===== src/rtl/flow_ctrl_pkg.sv =====
package flow_ctrl_pkg;
    typedef enum logic [1:0] {
        ST_IDLE  = 2'd0,
        ST_FLOW  = 2'd1,
        ST_DRAIN = 2'd2
    } flow_state_e;

    localparam int IRQ_W       = 3;
    localparam int IRQ_TE_STOP = 0;
    localparam int IRQ_DRAINED = 1;
    localparam int IRQ_TIMEOUT = 2;
endpackage


===== src/rtl/flow_wmark_calc.sv =====
module flow_wmark_calc #(
    parameter int LW_W    = 12,
    parameter int LVL_W   = 10,
    parameter int VID_CAP = 128,
    parameter int CMD_CAP = 48
) (
    input  logic             video_mode,
    input  logic [LW_W-1:0]  line_width,
    output logic [LVL_W-1:0] wmark
);
    localparam logic [31:0] VCAP = 32'(VID_CAP);
    localparam logic [31:0] CCAP = 32'(CMD_CAP);

    logic [31:0] width32;
    logic [31:0] cap32;
    logic [31:0] sel32;

    always_comb begin
        width32 = 32'(line_width);
        cap32   = video_mode ? VCAP : CCAP;
        sel32   = (width32 > cap32) ? cap32 : width32;
        wmark   = LVL_W'(sel32);
    end
endmodule


===== src/rtl/flow_fifo_level.sv =====
module flow_fifo_level #(
    parameter int DEPTH = 640,
    parameter int LVL_W = $clog2(DEPTH + 1)
) (
    input  logic             clk,
    input  logic             rst_n,
    input  logic             push,
    input  logic             pop,
    output logic [LVL_W-1:0] level,
    output logic             empty,
    output logic             full
);
    localparam logic [LVL_W-1:0] LVL_MAX = LVL_W'(DEPTH);

    logic [LVL_W-1:0] level_q;

    always_ff @(posedge clk) begin
        if (!rst_n) begin
            level_q <= '0;
        end else begin
            unique case ({push, pop})
                2'b10:   level_q <= level_q + 1'b1;
                2'b01:   level_q <= level_q - 1'b1;
                default: level_q <= level_q;
            endcase
        end
    end

    assign level = level_q;
    assign empty = (level_q == '0);
    assign full  = (level_q == LVL_MAX);
endmodule


===== src/rtl/flow_ctrl_fsm.sv =====
module flow_ctrl_fsm
    import flow_ctrl_pkg::*;
#(
    parameter int CNT_W         = 4,
    parameter int DRAIN_TIMEOUT = 100000,
    parameter int TMO_W         = $clog2(DRAIN_TIMEOUT + 1)
) (
    input  logic             clk,
    input  logic             rst_n,
    input  logic             oneshot,
    input  logic             sw_enable,
    input  logic             sw_disable,
    input  logic             sw_sync,
    input  logic             te_pulse,
    input  logic             fifo_empty,
    output flow_state_e      state,
    output logic [CNT_W-1:0] active_cnt,
    output logic             ev_te_stop,
    output logic             ev_drained,
    output logic             ev_timeout
);
    localparam logic [CNT_W-1:0] CNT_MAX  = '1;
    localparam logic [CNT_W-1:0] CNT_ONE  = CNT_W'(1);
    localparam logic [TMO_W-1:0] TMO_LIM  = TMO_W'(DRAIN_TIMEOUT);
    localparam logic [TMO_W-1:0] TMO_FIRE = TMO_W'(DRAIN_TIMEOUT - 1);

    flow_state_e      state_q, state_d;
    logic [CNT_W-1:0] cnt_q, cnt_d;
    logic [TMO_W-1:0] tmo_q, tmo_d;
    logic             arm, te_take, inc, dec;

    // state register process
    always_ff @(posedge clk) begin
        if (!rst_n) begin
            state_q <= ST_IDLE;
            cnt_q   <= '0;
            tmo_q   <= '0;
        end else begin
            state_q <= state_d;
            cnt_q   <= cnt_d;
            tmo_q   <= tmo_d;
        end
    end

    // next-state and output process
    always_comb begin
        arm     = sw_enable && !sw_disable;
        te_take = oneshot && te_pulse && (cnt_q != '0);
        inc     = sw_enable && oneshot && (cnt_q != CNT_MAX);
        dec     = te_take;

        state_d    = state_q;
        ev_te_stop = 1'b0;
        ev_drained = 1'b0;

        unique case (state_q)
            ST_IDLE: begin
                if (arm) state_d = ST_FLOW;                      // ARM
            end
            ST_FLOW: begin
                if (sw_disable || sw_sync) begin
                    state_d = ST_DRAIN;                          // STOP_SW / STOP_SYNC
                end else if (te_take && (cnt_q == CNT_ONE) && !sw_enable) begin
                    state_d    = ST_DRAIN;                       // STOP_TE
                    ev_te_stop = 1'b1;
                end
            end
            ST_DRAIN: begin
                if (arm) begin
                    state_d = ST_FLOW;                           // REARM
                end else if (fifo_empty) begin
                    state_d    = ST_IDLE;                        // DRAINED
                    ev_drained = 1'b1;
                end
            end
            default: state_d = ST_IDLE;
        endcase

        if (sw_disable) begin
            cnt_d = '0;
        end else begin
            unique case ({inc, dec})
                2'b10:   cnt_d = cnt_q + 1'b1;
                2'b01:   cnt_d = cnt_q - 1'b1;
                default: cnt_d = cnt_q;
            endcase
        end

        if ((state_q == ST_DRAIN) && !fifo_empty) begin
            tmo_d = (tmo_q == TMO_LIM) ? tmo_q : tmo_q + 1'b1;
        end else begin
            tmo_d = '0;
        end
        ev_timeout = (state_q == ST_DRAIN) && !fifo_empty && (tmo_q == TMO_FIRE);

        state      = state_q;
        active_cnt = cnt_q;
    end
endmodule


===== src/rtl/flow_irq_regs.sv =====
module flow_irq_regs #(
    parameter int N = 3
) (
    input  logic         clk,
    input  logic         rst_n,
    input  logic [N-1:0] set,
    input  logic [N-1:0] clr,
    input  logic [N-1:0] mask,
    output logic [N-1:0] raw,
    output logic [N-1:0] status,
    output logic         irq
);
    logic [N-1:0] raw_q;

    always_ff @(posedge clk) begin
        if (!rst_n) raw_q <= '0;
        else        raw_q <= (raw_q & ~clr) | set;
    end

    assign raw    = raw_q;
    assign status = raw_q & mask;
    assign irq    = |status;
endmodule


===== src/rtl/oneshot_flow_ctrl.sv =====
module oneshot_flow_ctrl
    import flow_ctrl_pkg::*;
#(
    parameter int DEPTH         = 640,
    parameter int LW_W          = 12,
    parameter int VID_CAP       = 128,
    parameter int CMD_CAP       = 48,
    parameter int CNT_W         = 4,
    parameter int DRAIN_TIMEOUT = 100000,
    parameter int LVL_W         = $clog2(DEPTH + 1)
) (
    input  logic             clk,
    input  logic             rst_n,
    input  logic             cfg_oneshot,
    input  logic             cfg_video_mode,
    input  logic [LW_W-1:0]  cfg_line_width,
    input  logic             sw_enable,
    input  logic             sw_disable,
    input  logic             sw_sync,
    input  logic             te_pulse,
    input  logic             chan_valid,
    output logic             chan_ready,
    input  logic             fmt_pull,
    output logic             fmt_valid,
    output logic [LVL_W-1:0] fifo_level,
    output logic             fifo_empty,
    output logic             flow_en_rd,
    output logic [LVL_W-1:0] watermark,
    output logic [CNT_W-1:0] active_cnt,
    input  logic [2:0]       irq_mask,
    input  logic [2:0]       irq_clr,
    output logic [2:0]       irq_raw,
    output logic [2:0]       irq_status,
    output logic             irq
);
    flow_state_e      state;
    logic             full, push, pop;
    logic             ev_te_stop, ev_drained, ev_timeout;
    logic [IRQ_W-1:0] irq_set;

    flow_wmark_calc #(
        .LW_W(LW_W), .LVL_W(LVL_W), .VID_CAP(VID_CAP), .CMD_CAP(CMD_CAP)
    ) u_wmark (
        .video_mode(cfg_video_mode),
        .line_width(cfg_line_width),
        .wmark     (watermark)
    );

    flow_fifo_level #(.DEPTH(DEPTH), .LVL_W(LVL_W)) u_level (
        .clk  (clk),
        .rst_n(rst_n),
        .push (push),
        .pop  (pop),
        .level(fifo_level),
        .empty(fifo_empty),
        .full (full)
    );

    flow_ctrl_fsm #(.CNT_W(CNT_W), .DRAIN_TIMEOUT(DRAIN_TIMEOUT)) u_fsm (
        .clk       (clk),
        .rst_n     (rst_n),
        .oneshot   (cfg_oneshot),
        .sw_enable (sw_enable),
        .sw_disable(sw_disable),
        .sw_sync   (sw_sync),
        .te_pulse  (te_pulse),
        .fifo_empty(fifo_empty),
        .state     (state),
        .active_cnt(active_cnt),
        .ev_te_stop(ev_te_stop),
        .ev_drained(ev_drained),
        .ev_timeout(ev_timeout)
    );

    always_comb begin
        irq_set              = '0;
        irq_set[IRQ_TE_STOP] = ev_te_stop;
        irq_set[IRQ_DRAINED] = ev_drained;
        irq_set[IRQ_TIMEOUT] = ev_timeout;
    end

    flow_irq_regs #(.N(IRQ_W)) u_irq (
        .clk   (clk),
        .rst_n (rst_n),
        .set   (irq_set),
        .clr   (irq_clr),
        .mask  (irq_mask),
        .raw   (irq_raw),
        .status(irq_status),
        .irq   (irq)
    );

    assign chan_ready = (state == ST_FLOW) && !full;
    assign push       = chan_valid && chan_ready;
    assign fmt_valid  = fmt_pull && !fifo_empty &&
                        ((state != ST_FLOW) || (fifo_level >= watermark));
    assign pop        = fmt_valid;
    assign flow_en_rd = (state != ST_IDLE);
endmodule


===== config.mk =====
export PLATFORM = sky130hd
export DESIGN_NAME = oneshot_flow_ctrl
export DESIGN_NICKNAME = d
export VERILOG_FILES = /design/src/rtl/flow_ctrl_pkg.sv /design/src/rtl/flow_wmark_calc.sv /design/src/rtl/flow_fifo_level.sv /design/src/rtl/flow_ctrl_fsm.sv /design/src/rtl/flow_irq_regs.sv /design/src/rtl/oneshot_flow_ctrl.sv
export SDC_FILE = /design/constraint.sdc
export NUM_CORES = 1
export LEC_CHECK = 0
export BUFFER_PORTS_ARGS = -buffer_cell sky130_fd_sc_hd__clkbuf_2
export CAP_MARGIN = 20
export CORE_MARGIN = 5
export CORE_UTILIZATION = 55
export DETAILED_ROUTE_END_ITERATION = 10
export GPL_ROUTABILITY_DRIVEN = 0
export PLACE_DENSITY_LB_ADDON = 0.15
export SKIP_LAST_GASP = 1
export SYNTH_ARGS = -nofsm -noshare
export SYNTH_HDL_FRONTEND = slang
export SYNTH_SLANG_ARGS = --single-unit

===== constraint.sdc =====
create_clock -name clk -period 9.8 [get_ports clk]
set_input_delay 1.96 -clock clk [delete_from_list [all_inputs] [get_ports clk]]
set_output_delay 1.96 -clock clk [all_outputs]
set_load 0.03 [all_outputs]

==> summary.md <==
| Metric | Value |
|---|---|
| Clock Tree Buf Depth | `2` |
| Tcrit/Tclk final | `68.8%` |
| Initial Utilization | `56.6%` |
| Inserted Clock Buffers | `5` |
| Post-CTS Hold Buffers | `0` |
| CP max FO | `7` |
| Achievable Freq | `0.148 GHz` |
| Slowest Stage Delay on Critical Path | `0.38 ns` |
| Core area | `about 4700 µm²` |
| Cell variety after synth | `60` |
| Final Hold Viols | `0` |
| Initial DRT Pass Iterations | `5` |
| DP HPWL | `4510 µm` |
| Clk root buf | `clkbuf_8` |
| Seq/Total Area, Yosys | `a little over a quarter` |
| Layout cells sized above 1 | `between 20% and 30%` |
| Startpoint Class | `input pin` |
| FF+latch count, synth | `36` |
| Clk_skew | `0.00686 ns` |
| All-Layer GR Usage | `around a fifth` |
| Power Density | `between 200 and 250 nW/µm²` |
| Worst Tran Pin Value | `0.751 ns` |
| GR Util met1 | `24.1%` |
| WP data arrival | `~4.8 ns` |
| Wire length per cell | `12.9 µm` |
| Setup violations, final | `0` |
| Hold Crit Class | `register to register` |
| Post-Syn Area per Cell | `8.16 µm²` |
| Synthesized instance count | `328` |
| Detailed Route WL | `5870 µm` |
| Worst path buffer plus inverter count | `2` |
| CTS tree | `yes` |
| Port Buffers | `60` |
| Vias in the first global route | `2,299` |
| Max Transition Viols Final | `0` |
| Final core occ | `65.9%` |
| Total global routing overflow | `0` |
| First-pass GRT wire length | `approximately 10,000 µm` |
| RSZ-0062 raised after global routing | `no` |
| Synth Flop Type | `dfxtp_1` |
| Htree depth | `2` |
| Peak VDD IR | `144 µV` |
| Area growth from synthesis to layout | `16.3%` |
| Max_cap viols | `0` |
| Routed vias/inst | `about 5.4` |
| Crit end category | `output port` |
| Slowest-stage cell, CP | `or3_1` |
| Pleak | `1.33 nW` |
| GRT busiest layer | `met2` |
| Minimum clock period after layout | `6.74 ns` |
| Synth async-reset ratio | `0%` |
| Crit path max-delay family | `simple AND/OR/NAND/NOR gates` |
| Largest net degree at the start of global routing | `31` |
| Worst-skew pair later-pin latency | `0.29 ns` |
| Initial antenna violation count | `0` |
| CTS clock-pin slew for the worst setup and hold paths | `0.07 ns` |
| Number of synthesis warnings | `0` |
| Clk sinks | `36` |
| Max_slew headroom | `between 40% and 50%` |
| Cell area after synthesis | `roughly 2700 µm²` |
| Crit-path cells | `clkbuf_2, ha_1, nor2b_1, o31a_1, o21ai_1, and2_0, a21oi_1, ha_1, nand4_1, or3_1, a41oi_1, clkbuf_2` |
| Critical Path RT | `7.84 ns` |
| M3 GR Usage | `3.84%` |
| Antenna viol nets, final | `0` |
| Top-level I/O count | `63` |
| Starting DRT DRC Count | `60` |
| DIE WIDTH | `79.7 µm` |
| FILL cells | `~440` |
| PostCTS Resize Cnt | `0` |
| Full die area | `6360 µm²` |
| Row count | `25` |
| Die Ht | `79.7 µm` |
| Final #Nets | `444` |
| GR Util met2 | `32.5%` |
| Post-synth EDFFs | `0` |
| Diodes inserted | `0` |
| # Post-CTS Setup Buffers | `0` |
| # DRC | `0` |
| Total negative setup slack | `0 ns` |
| Vias | `2,456` |
| Worst setup path class | `input pin to output port` |
| Outcome | `complete, no violations` |
## sequential cells by signal, summed over array words and instances (netlist names)
| register | count |
|---|---|
| u_level.level | 10 |
| u_fsm.state | 2 |
| u_fsm.active_cnt | 4 |
| u_fsm.tmo_q | 17 |
| u_irq.raw | 3 |
## worst paths after layout
kind | from | to | slack [ns] | depth (start not counted)
max | cfg_video_mode | fmt_valid | 3.06 | 12
max reg2reg | u_level.level[0]$_SDFFE_PN0P_ | u_level.level[8]$_SDFFE_PN0P_ | 5.99 | 14
min | u_irq.raw[2]$_SDFF_PN0_ | u_irq.raw[2]$_SDFF_PN0_ | 0.50 | 2
min reg2reg | u_irq.raw[2]$_SDFF_PN0_ | u_irq.raw[2]$_SDFF_PN0_ | 0.50 | 2
## routing by layer
layer  vias to the layer above  part of all wire, %
li1                       1277                    -
met1                      1123                   48
met2                        49                   45
met3                         7                  5.9
met4                         0                  1.2
met5                         -                    0
## cell type report
class	instances	area, µm²	area share (%)
Clock inverter	3	42.5	1.37
Clock buffer	5	68.8	2.21
Sequential cell	36	721	23.2
Tap cell	67	83.8	2.70
Multi-Input combinational cell	266	1830	58.7
Inverter	18	67.6	2.17
Timing Repair Buffer	60	300	9.65
## stage by stage
stage	instances	hold WS, ns	cell area [µm²]	setup slack, ns	power [mW]
after CTS	455	0.500	3110	3.07	0.714
after global routing	455	0.525	3110	2.84	0.765
after global placement	447	0.485	3000	3.16	0.571
after floorplan	330	0.478	2680	3.15	0.490
final	455	0.496	3110	3.06	0.710
after detailed placement	447	0.489	3000	3.08	0.580
## placed cells by master, fill, tap and decap left out, types with 3 or more instances in the layout
cell type  instances
and3_1             9
nor2_1            38
nor2b_1            8
nor4bb_1           3
nand4b_1           3
a211oi_1           4
and2_1             9
mux2i_1            3
o31a_1             3
inv_1             18
a21o_1             4
dfxtp_1           36
nand2b_1           8
a21oi_1           17
a31oi_1            3
o21a_1             4
xnor2_1           11
nor3_1             4
clkbuf_8           5
ha_1              28
nand2_1           18
o21ai_0           12
conb_1             4
xor2_1            10
nand3_1           18
nand4_1            7
clkbuf_2          60
## Yosys cell counts (3+ instances only)
| cell | instances | area [µm²] |
|---|---|---|
| a31oi_1 | 3 | 18.8 |
| nor2_1 | 38 | 143 |
| and2_1 | 9 | 56.3 |
| nor3_1 | 4 | 20.0 |
| nand4_1 | 7 | 43.8 |
| nor4bb_1 | 3 | 30.0 |
| o21ai_0 | 12 | 60.1 |
| buf_4 | 3 | 22.5 |
| and3_1 | 9 | 56.3 |
| xor2_1 | 10 | 87.6 |
| xnor2_1 | 11 | 96.3 |
| nor2b_1 | 8 | 50.1 |
| o31a_1 | 3 | 26.3 |
| a21oi_1 | 17 | 85.1 |
| nand3_1 | 18 | 90.1 |
| a21o_1 | 4 | 30.0 |
| o21a_1 | 4 | 30.0 |
| dfxtp_1 | 36 | 721 |
| ha_1 | 28 | 350 |
| nand4b_1 | 3 | 26.3 |
| clkbuf_1 | 4 | 15.0 |
| nand2_1 | 18 | 67.6 |
| nand2b_1 | 8 | 50.1 |
| mux2i_1 | 3 | 30.0 |
| a211oi_1 | 4 | 30.0 |
| inv_1 | 18 | 67.6 |
## power by group
group	switching [mW]	internal, mW
combinational	0.253	0.139
sequential	0.0259	0.161
clock	0.0555	0.0752
total	0.335	0.375
## worst register-to-register path, delay by kind of cell (launching register included)
family	cells	cell delay, ns
buffers and inverters	1	0.13
flip-flops	1	0.44
AO/OA/AOI/OAI	6	1.23
AND/OR/NAND/NOR	4	0.76
adder cells (fa/ha/maj)	3	1.18
## logic make-up after synthesis
logic type,count (synthesis),share of synthesized area (%)
xor gates and xnor gates,21,6.88
and+or+nand+nor,149,31.5
DFF,36,26.9
buffers and inverters,28,5.05
adders and majority gates,29,13.8
other,2,0.281
muxes,3,1.12
AOI/OAI and AO/OA,60,14.4
(Power assumes the default switching activity.)
